### config.mk
export PLATFORM = sky130hd
export DESIGN_NAME = nasm_top
export DESIGN_NICKNAME = d
export VERILOG_FILES = /design/src/rtl/nasm_pkg.sv /design/src/rtl/nasm_phase.sv /design/src/rtl/nasm_mode.sv /design/src/rtl/nasm_outreg.sv /design/src/rtl/nasm_top.sv
export SDC_FILE = /design/constraint.sdc
export NUM_CORES = 1
export LEC_CHECK = 0
export BUFFER_PORTS_ARGS = -buffer_cell sky130_fd_sc_hd__buf_2
export CAP_MARGIN = 20
export CORE_MARGIN = 1
export CORE_UTILIZATION = 44
export CTS_CLUSTER_SIZE = 25
export DETAILED_ROUTE_END_ITERATION = 10
export GPL_TIMING_DRIVEN = 0
export PLACE_DENSITY = 0.67
export SYNTH_ARGS = -nofsm -noshare
export SYNTH_HDL_FRONTEND = slang
export SYNTH_SLANG_ARGS = --single-unit
### constraint.sdc
create_clock -name clk_i -period 1.5 [get_ports clk_i]
set_clock_uncertainty 0.05 [all_clocks]
set_input_delay 0.3 -clock clk_i [delete_from_list [all_inputs] [get_ports clk_i]]
set_output_delay 0.3 -clock clk_i [all_outputs]
set_load 0.005 [all_outputs]
### src/rtl/nasm_pkg.sv
package nasm_pkg;
  typedef enum logic {
    IF_WIDE   = 1'b0,
    IF_NARROW = 1'b1
  } if_mode_e;

  typedef enum logic {
    PH_HI = 1'b0,
    PH_LO = 1'b1
  } nib_phase_e;
endpackage

### src/rtl/nasm_phase.sv
// Nibble phase tracker and byte assembler; completion outputs are combinational.
module nasm_phase
  import nasm_pkg::*;
#(
  parameter int NIB_W = 4,
  localparam int BYTE_W = 2 * NIB_W
) (
  input  logic              clk_i,
  input  logic              por_i,
  input  logic              strb_i,
  input  if_mode_e          mode_i,
  input  logic [NIB_W-1:0]  nib_i,
  input  logic              rs_i,
  output logic              fire_o,
  output logic [BYTE_W-1:0] byte_o,
  output logic              rs_o
);
  nib_phase_e       phase_q;
  logic [NIB_W-1:0] hi_q;
  logic             rs_q;

  always_comb begin
    fire_o = strb_i && ((mode_i == IF_WIDE) || (phase_q == PH_LO));
    if (mode_i == IF_WIDE) begin
      byte_o = {nib_i, {NIB_W{1'b0}}};
      rs_o   = rs_i;
    end else begin
      byte_o = {hi_q, nib_i};
      rs_o   = rs_q;
    end
  end

  always_ff @(posedge clk_i) begin
    if (por_i) begin
      phase_q <= PH_HI;
      hi_q    <= '0;
      rs_q    <= 1'b0;
    end else if (strb_i) begin
      if (mode_i == IF_WIDE) begin
        phase_q <= PH_HI;
      end else if (phase_q == PH_HI) begin
        hi_q    <= nib_i;
        rs_q    <= rs_i;
        phase_q <= PH_LO;
      end else begin
        phase_q <= PH_HI;
      end
    end
  end
endmodule

### src/rtl/nasm_mode.sv
// Interface width register, updated by completed command bytes.
module nasm_mode
  import nasm_pkg::*;
#(
  parameter int NIB_W = 4,
  parameter logic [NIB_W-1:0] WIDE_CODE = 4'h3,
  parameter logic [NIB_W-1:0] NARROW_CODE = 4'h2,
  localparam int BYTE_W = 2 * NIB_W
) (
  input  logic              clk_i,
  input  logic              por_i,
  input  logic              fire_i,
  input  logic [BYTE_W-1:0] byte_i,
  input  logic              rs_i,
  output if_mode_e          mode_o
);
  logic [NIB_W-1:0] upper;
  assign upper = byte_i[BYTE_W-1:NIB_W];

  always_ff @(posedge clk_i) begin
    if (por_i) begin
      mode_o <= IF_WIDE;
    end else if (fire_i && !rs_i) begin
      if (upper == WIDE_CODE) begin
        mode_o <= IF_WIDE;
      end else if (upper == NARROW_CODE) begin
        mode_o <= IF_NARROW;
      end
    end
  end
endmodule

### src/rtl/nasm_outreg.sv
// Registered output stage for decoded bytes.
module nasm_outreg #(
  parameter int NIB_W = 4,
  localparam int BYTE_W = 2 * NIB_W
) (
  input  logic              clk_i,
  input  logic              por_i,
  input  logic              fire_i,
  input  logic [BYTE_W-1:0] byte_i,
  input  logic              rs_i,
  output logic              valid_o,
  output logic [BYTE_W-1:0] byte_o,
  output logic              rs_o
);
  always_ff @(posedge clk_i) begin
    if (por_i) begin
      valid_o <= 1'b0;
      byte_o  <= '0;
      rs_o    <= 1'b0;
    end else begin
      valid_o <= fire_i;
      if (fire_i) begin
        byte_o <= byte_i;
        rs_o   <= rs_i;
      end
    end
  end
endmodule

### src/rtl/nasm_top.sv
module nasm_top
  import nasm_pkg::*;
#(
  parameter int NIB_W = 4,
  parameter logic [NIB_W-1:0] WIDE_CODE = 4'h3,
  parameter logic [NIB_W-1:0] NARROW_CODE = 4'h2,
  localparam int BYTE_W = 2 * NIB_W
) (
  input  logic              clk_i,
  input  logic              por_i,
  input  logic              host_rst_i,
  input  logic              strb_i,
  input  logic [NIB_W-1:0]  nib_i,
  input  logic              rs_i,
  output logic [BYTE_W-1:0] byte_o,
  output logic              valid_o,
  output logic              rs_o,
  output logic              mode4_o
);
  if_mode_e          mode_q;
  logic              fire;
  logic [BYTE_W-1:0] cmp_byte;
  logic              cmp_rs;
  logic              unused_host_rst;

  // The host reset belongs to the other side of the bus; the receiver keeps its state.
  assign unused_host_rst = host_rst_i;

  nasm_phase #(.NIB_W(NIB_W)) phase_i (
    .clk_i  (clk_i),
    .por_i  (por_i),
    .strb_i (strb_i),
    .mode_i (mode_q),
    .nib_i  (nib_i),
    .rs_i   (rs_i),
    .fire_o (fire),
    .byte_o (cmp_byte),
    .rs_o   (cmp_rs)
  );

  nasm_mode #(
    .NIB_W      (NIB_W),
    .WIDE_CODE  (WIDE_CODE),
    .NARROW_CODE(NARROW_CODE)
  ) mode_i (
    .clk_i  (clk_i),
    .por_i  (por_i),
    .fire_i (fire),
    .byte_i (cmp_byte),
    .rs_i   (cmp_rs),
    .mode_o (mode_q)
  );

  nasm_outreg #(.NIB_W(NIB_W)) out_i (
    .clk_i  (clk_i),
    .por_i  (por_i),
    .fire_i (fire),
    .byte_i (cmp_byte),
    .rs_i   (cmp_rs),
    .valid_o(valid_o),
    .byte_o (byte_o),
    .rs_o   (rs_o)
  );

  assign mode4_o = (mode_q == IF_NARROW);
endmodule

* Yosys cells after proc, flatten, opt, wreduce, memory -nomap -nowiden *
Index checks and enable logic that the tools add are counted.
W data, S select, Z words.

word-level totals
  flip-flop bits (word level) = 17
  input bits = 9
  output and inout port bits = 11
  word-level logic and storage cells = 24

operators by class
  equal/unequal tests = 2
  mux-type cells = 6
  bitwise logic cells = 2
  reductions and logical operators = 7

operator list
  operator              number
  $eq A4 B2 Y1 const B  2
  $mux W8               1
  $mux W1               5
  $reduce_and A3 Y1     1
  $logic_and A1 B1 Y1   2
  $not A1 Y1            2
  $reduce_and A2 Y1     1
  $reduce_bool A2 Y1    1
  $logic_not A1 Y1      1
  $logic_or A1 B1 Y1    1

* Depth between registers and ports, before layout *
Gate-level depths: netlist (run 1).

  word-level depth = 5
  mapped depth = 4
  gate-level depth less buffers = 3

* By module *
From an unflattened synthesis (run 1), not the netlist that was laid out.

second synthesis, totals
  cell total of the unflattened synthesis = 74
  area, all modules = 779.5 sq um

modules (own cells, without submodules)
  module       times used  cells each  area each (sq um)  sequential area each (sq um)
  nasm_phase   1           38          370.4              120.1
  nasm_outreg  1           31          346.6              200.2
  nasm_mode    1           5           62.6               20.0

* Worst setup path after synthesis (run 1) *
Ideal clock, no wire load.

  path type = register to register
  from = register mode_i.mode_o
  to = register mode_i.mode_o
  setup time = 0.074 ns
  arrival = 1.366 ns
  data required time = 1.376 ns
  path slack = 0.010 ns
  cell stages (with the launch flop) = 5
  path buffers = 1
  clock period less this slack = 1.490 ns
  cell sequence = dfxtp_1 -> buf_6 -> or4_1 -> or4_1 -> o21ai_0

on the way
  cells in the longest elaborated chain, start to end = 5
  elaborated cells on any way between the ends = 12
  classes of those cells = eq/ne: 2; mux: 3; bitwise: 1; reduce/logical: 6

ends and longest elaborated chain
  item                                                             RTL line         text
  start, declared                                                  nasm_mode.sv:15  output if_mode_e mode_o
  start signal, assigned                                           nasm_mode.sv:22  mode_o <= IF_WIDE;
  start signal, assigned                                           nasm_mode.sv:25  mode_o <= IF_WIDE;
  start signal, assigned                                           nasm_mode.sv:27  mode_o <= IF_NARROW;
  parallel branches: the longest is 5 deep, another holds $mux W8  n/a

Several ways; the timed one is not identified.
A chain may end at the register's enable or synchronous reset.

* Final worst setup path (run 1) *
Ends and elaborated chain as after synthesis.

==> out/summary.txt, run 1 <==
row count - 14
R2R cell count - 3
CP Data Required Time - 1670 ps
largest net degree at the start of global routing - 12
via count - 632
Startpoint Class - flip-flop
max-cap violations - 0
clk slew on worst S/H paths - 100 ps
drt drc - 0
worst-margin pin slew - 445 ps
syn avg cell area - 9.59 µm²
Die Area - 1850 µm²
register area share after synthesis - 0.461
htree depth - 1
Critical R2R Capture - mode_i.mode_o$_SDFFE_PP0P_
area of the multi-input gates - 353 µm²
initial antenna violation count - 0
CTS max path bufs - 2
vias in the first global route - 542
setup TNS - 0 ps
routed len/inst - 12.5 µm
Synth-to-Final Area Change - 18.3%
Mapped Cells - 77
Clock Sinks - 17
Hold-fix buffers, CTS - 0
critical path peak fanout - 6
GR peak layer - met2
placed insts - 109
Initial DRC Count - 15
Pleak - 0.358 nW
Yosys cell types - 21
crit path time final - 1470 ps
CP endpoint kind - flip-flop
CORE AREA - 1540 µm²
#FFs+latches synth - 17
commonest cells after routing, fill and taps aside - buf_2, dfxtp_1, mux2i_1
synthesized cell area - 738 µm²
CTS Buf Count - 3
non-filler instance count after layout - 114
Synth Warn # - 0
DRT Wirelength - 1.42 mm
CTS tree - yes
Slew headroom - 0.703
Setup Viol. Count Final - 0
met2 usage - 0.258
R2R setup slack - 30 ps
Antenna Cells - 0
Die Y - 43.0 µm
Hold Path Class - primary input to flip-flop
syn_nets - 86
register area - 344 µm²
FILL cells - 152
crit path to - mode_i.mode_o$_SDFFE_PP0P_
Worst VDD drop - 480 µV
Final ANT Viol Nets - 0
Layout Nets - 108
share of cells above drive strength 1 - 0.245
HPWL Detailed - 1.05 mm
Ports - 20
met3 usage - 0.0383
first-pass GRT wire length - 2.33 mm
crit path launch - mode_i.mode_o$_SDFFE_PP0P_
Peak Freq - 0.680 GHz
hold depth - 3
power per cell area - 889 nW/µm²
Max Slew Vio Count - 0
Root Buffer - clkbuf_4
Final period util - 0.980
Hold Fails Final Rpt - 0
GPL Wtd Cong - 0.777
Crit Path Class - flip-flop to flip-flop
crit path DAT - 1640 ps
vias per cell - 5.54
R2R Path Start - mode_i.mode_o$_SDFFE_PP0P_
GR Util All Layers - 0.174
RSZ-0062 raised after global routing - no
port bufs - 16
grt met1 use - 0.226
drt first pass iters - 4
die width - 43.0 µm
GRT overflow - 0
Starting Density - 0.479
status - finished, final reports clean
clk_lat worst skew - 290 ps
critical path, stage by stage, from the launching register on:
cell and delay [ps]:
dfxtp_4 370, or4_1 500, or4_1 400, o21ai_1 80
sequential cells by signal (all words and copies together), names as in the netlist:
| register | flops |
|---|---|
| out_i.byte_o | 8 |
| phase_i.hi_q | 4 |
| mode_i.mode_o | 1 |
| out_i.rs_o | 1 |
| out_i.valid_o | 1 |
| phase_i.phase_q | 1 |
| phase_i.rs_q | 1 |
report_power, final:
part / internal [W] / total (W) / switching [W] / leakage, nW
registers: 0.000462 / 0.000467 / 0.00000528 / 0.139
clock network: 0.0000991 / 0.000241 / 0.000142 / 0.0177
logic: 0.0000295 / 0.0000681 / 0.0000386 / 0.201
total: 0.000590 / 0.000776 / 0.000186 / 0.358
logic make-up after synthesis:
kind of cell	share of synthesized area
compound gates	0.183
simple gates	0.158
flops	0.461
mux	0.137
buf+inv	0.0610
how the worst min path moves through the flow:
stage                     slack (ps)                    startpoint                      endpoint
after detailed placement         440  out_i.byte_o[1]$_SDFFE_PP0P_  out_i.byte_o[1]$_SDFFE_PP0P_
after global placement           440  out_i.byte_o[1]$_SDFFE_PP0P_  out_i.byte_o[1]$_SDFFE_PP0P_
final                            220                      nib_i[1]  phase_i.hi_q[1]$_SDFFE_PP0P_
after global routing             260                          rs_i     phase_i.rs_q$_SDFFE_PP0P_
after CTS                        220                      nib_i[1]  phase_i.hi_q[1]$_SDFFE_PP0P_
after floorplan                  390                      nib_i[0]  phase_i.hi_q[0]$_SDFFE_PP0P_
area by class of cell:
| cell class | count | share of cell area |
|---|---|---|
| plain buffers | 5 | 0.0215 |
| clock buffers | 3 | 0.0258 |
| clock inverters | 1 | 0.00573 |
| inverters | 4 | 0.0172 |
| multi-input cells | 50 | 0.404 |
| flip-flops and latches | 17 | 0.394 |
| well taps | 16 | 0.0229 |
| repair buffers | 18 | 0.109 |
metal layers:
metal	vias up	routed length (µm)
met2	18	619
li1	323	-
met3	4	58
met4	0	34
met1	287	710
met5	-	0
synthesized netlist by cell type:
library cell	instances	area, µm²
a211oi_1	5	37.5
a21oi_1	6	30.0
and2_1	1	6.26
buf_6	1	11.3
clkbuf_1	5	18.8
dfxtp_1	17	340
inv_1	4	15.0
mux2_2	1	11.3
mux2i_1	9	90.1
nand2_1	1	3.75
nand2b_1	3	18.8
nand3_1	3	15.0
nand3b_1	2	15.0
nand4b_1	1	8.76
nor2_1	5	18.8
nor2b_1	1	6.26
nor4b_1	1	8.76
o21a_1	3	22.5
o21ai_0	2	10.0
o32ai_1	4	35.0
or4_1	2	15.0
repair_timing:
item / CTS / global route
resized for setup: 3 / 0
buffers inserted: 0 / 2
setup endpoints to repair: 1 / 1
per-stage QoR:
step                      instance area, µm²  power, W   util  hold slack (ps)  worst slack (ps)
after floorplan                          738  0.000517      -              394              9.98
after global placement                   838  0.000547  0.544              440             -33.2
after detailed placement                 838  0.000548  0.544              440             -28.0
after CTS                                858  0.000783  0.557              219              5.79
after global routing                     873  0.000811  0.567              263              8.25
final                                    873  0.000776  0.567              217              29.6
No activity file was read; power rests on OpenSTA's default activity.
==> run 2: changes to the inputs <==
--- a/config.mk
+++ b/config.mk
@@ -8,11 +8,11 @@
 export BUFFER_PORTS_ARGS = -buffer_cell sky130_fd_sc_hd__buf_2
 export CAP_MARGIN = 20
 export CORE_MARGIN = 1
-export CORE_UTILIZATION = 44
+export CORE_UTILIZATION = 42
 export CTS_CLUSTER_SIZE = 25
 export DETAILED_ROUTE_END_ITERATION = 10
 export GPL_TIMING_DRIVEN = 0
-export PLACE_DENSITY = 0.67
+export PLACE_DENSITY = 0.65
 export SYNTH_ARGS = -nofsm -noshare
 export SYNTH_HDL_FRONTEND = slang
 export SYNTH_SLANG_ARGS = --single-unit
==> run 2 against run 1 <==
Non-clock buffer count shrank 1; worst setup slack improved by 84 ps; final cell count is 0.88% lower; combinational power up 3.7%; critical path type unchanged.
==> out/summary.txt, run 2 (synthesized netlist as in run 1, its figures left out) <==
status - finished, final reports clean (unchanged)
Hold-fix buffers, CTS - 0 (unchanged)
Largest register FFs - 8 (unchanged)
via count - 659 (was 632)
Worst VDD drop - 584 µV (was 480 µV)
share of cells above drive strength 1 - 0.227 (was 0.245)
commonest cells after routing, fill and taps aside - buf_2, dfxtp_1, mux2i_1 (unchanged)
Pleak - 0.350 nW (was 0.358 nW)
clk slew on worst S/H paths - 100 ps (about the same)
Initial DRC Count - 27 (was 15)
register area - 344 µm² (unchanged)
Final ANT Viol Nets - 0 (unchanged)
worst-margin pin slew - 444 ps (was 445 ps)
final instance area - 865 µm² (was 873 µm²)
Net Switching - 0.000184 W (was 0.000186 W)
Int Power - 0.000594 W (was 0.000590 W)
HPWL Detailed - 1.14 mm (was 1.05 mm)
Die Y - 43.9 µm (was 43.0 µm)
routed len/inst - 14.2 µm (was 12.5 µm)
Hold Path Class - primary input to flip-flop (unchanged)
GR Util All Layers - 0.186 (was 0.174)
Die Area - 1930 µm² (was 1850 µm²)
crit path time final - 1390 ps (was 1470 ps)
row count - 14 (unchanged)
GPL Wtd Cong - 0.799 (was 0.777)
Biggest register - out_i.byte_o (unchanged)
placed inst area - 838 µm² (unchanged)
Slew headroom - 0.704 (was 0.703)
vias in the first global route - 590 (was 542)
Startpoint Class - flip-flop (unchanged)
DRT Wirelength - 1.61 mm (was 1.42 mm)
crit path DAT - 1550 ps (was 1640 ps)
FILL cells - 162 (was 152)
biggest regs - out_i.byte_o: 8 flops, phase_i.hi_q: 4 flops (unchanged)
Ports - 20 (unchanged)
RSZ-0062 raised after global routing - no (unchanged)
port bufs - 16 (unchanged)
Antenna Cells - 0 (unchanged)
Layout Nets - 107 (was 108)
Crit Path Class - flip-flop to flip-flop (unchanged)
htree depth - 1 (unchanged)
vias per cell - 5.83 (was 5.54)
initial antenna violation count - 0 (unchanged)
Peak Freq - 0.721 GHz (was 0.680 GHz)
Hold Fails Final Rpt - 0 (unchanged)
drt first pass iters - 6 (was 4)
switching part of the total power - 0.237 (was 0.239)
drt drc - 0 (unchanged)
Reg power frac - 0.600 (was 0.602)
GRT overflow - 0 (unchanged)
CP Data Required Time - 1660 ps (was 1670 ps)
Clock power frac - 0.309 (was 0.310)
CP endpoint kind - flip-flop (unchanged)
max-cap violations - 0 (unchanged)
Root Buffer - clkbuf_4 (unchanged)
clk_lat worst skew - 280 ps (was 290 ps)
Synth-to-Final Area Change - 17.1% (was 18.3%)
Setup Viol. Count Final - 0 (unchanged)
Clock Sinks - 17 (unchanged)
total power - 0.000779 W (was 0.000776 W)
CORE AREA - 1580 µm² (was 1540 µm²)
Starting Density - 0.468 (was 0.479)
CTS tree - yes (unchanged)
first-pass GRT wire length - 2.59 mm (was 2.33 mm)
Max Slew Vio Count - 0 (unchanged)
combinational power share - 0.091 (was 0.088)
CTS max path bufs - 2 (unchanged)
area of the multi-input gates - 353 µm² (unchanged)
power per cell area - 901 nW/µm² (was 889 nW/µm²)
setup TNS - 0 ps (unchanged)
Final period util - 0.924 (was 0.980)
die width - 43.9 µm (was 43.0 µm)
CTS Buf Count - 3 (unchanged)
largest net degree at the start of global routing - 11 (was 12)
critical path peak fanout - 2 (was 6)
-- run 2: critical path, cell delays in order (launching register included) --
cell	delay (ps)
dfxtp_4	360
or4_1	390
or4_1	420
o21ai_1	100
-- run 2: per-stage QoR --
step                      std cells  worst slack (ps)  hold WS (ps)  utilization
after floorplan                  77              9.98           394            -
after global placement          109             -12.9           435        0.532
after detailed placement        109             -91.0           439        0.532
after CTS                       113             -3.24           229        0.548
after global routing            113              82.2           234        0.548
final                           113               114           222        0.548
-- run 2: area by class of cell --
type                    count  share of cell area
plain buffers               5              0.0217
flip-flops and latches     17               0.398
multi-input cells          50               0.408
clock buffers               4              0.0304
inverters                   4              0.0174
repair buffers             17               0.101
well taps                  16              0.0232
-- run 2: worst paths after layout --
check	slack [ps]	startpoint	cells after the start	to
max	110	mode_i.mode_o$_SDFFE_PP0P_	3	mode_i.mode_o$_SDFFE_PP0P_
min	220	nib_i[1]	3	phase_i.hi_q[1]$_SDFFE_PP0P_
max reg2reg	110	mode_i.mode_o$_SDFFE_PP0P_	3	mode_i.mode_o$_SDFFE_PP0P_
min reg2reg	450	out_i.byte_o[1]$_SDFFE_PP0P_	2	out_i.byte_o[1]$_SDFFE_PP0P_
-- run 2: what timing repair did --
item                                    in CTS  in global routing
buffers inserted                             1                  0
pin swaps                                    2                  1
endpoints found under the setup margin       1                  1
resized for setup                            3                  0
-- run 2: metal layers --
metal / track usage / vias to the layer above / wire length [µm]
li1: - / 322 / -
met1: 0.265 / 306 / 771
met2: 0.266 / 25 / 723
met3: 0.0417 / 6 / 75
met4: 0.0909 / 0 / 39
met5: 0 / - / 0
-- run 2: power by group through the flow --
stage                     Combinational, W  Clock (W)  Sequential, W
after global placement           0.0000689          0       0.000479
final                            0.0000706   0.000241       0.000467
after CTS                        0.0000707   0.000246       0.000468
after floorplan                  0.0000365          0       0.000481
after global routing             0.0000790   0.000273       0.000469
after detailed placement         0.0000704          0       0.000480
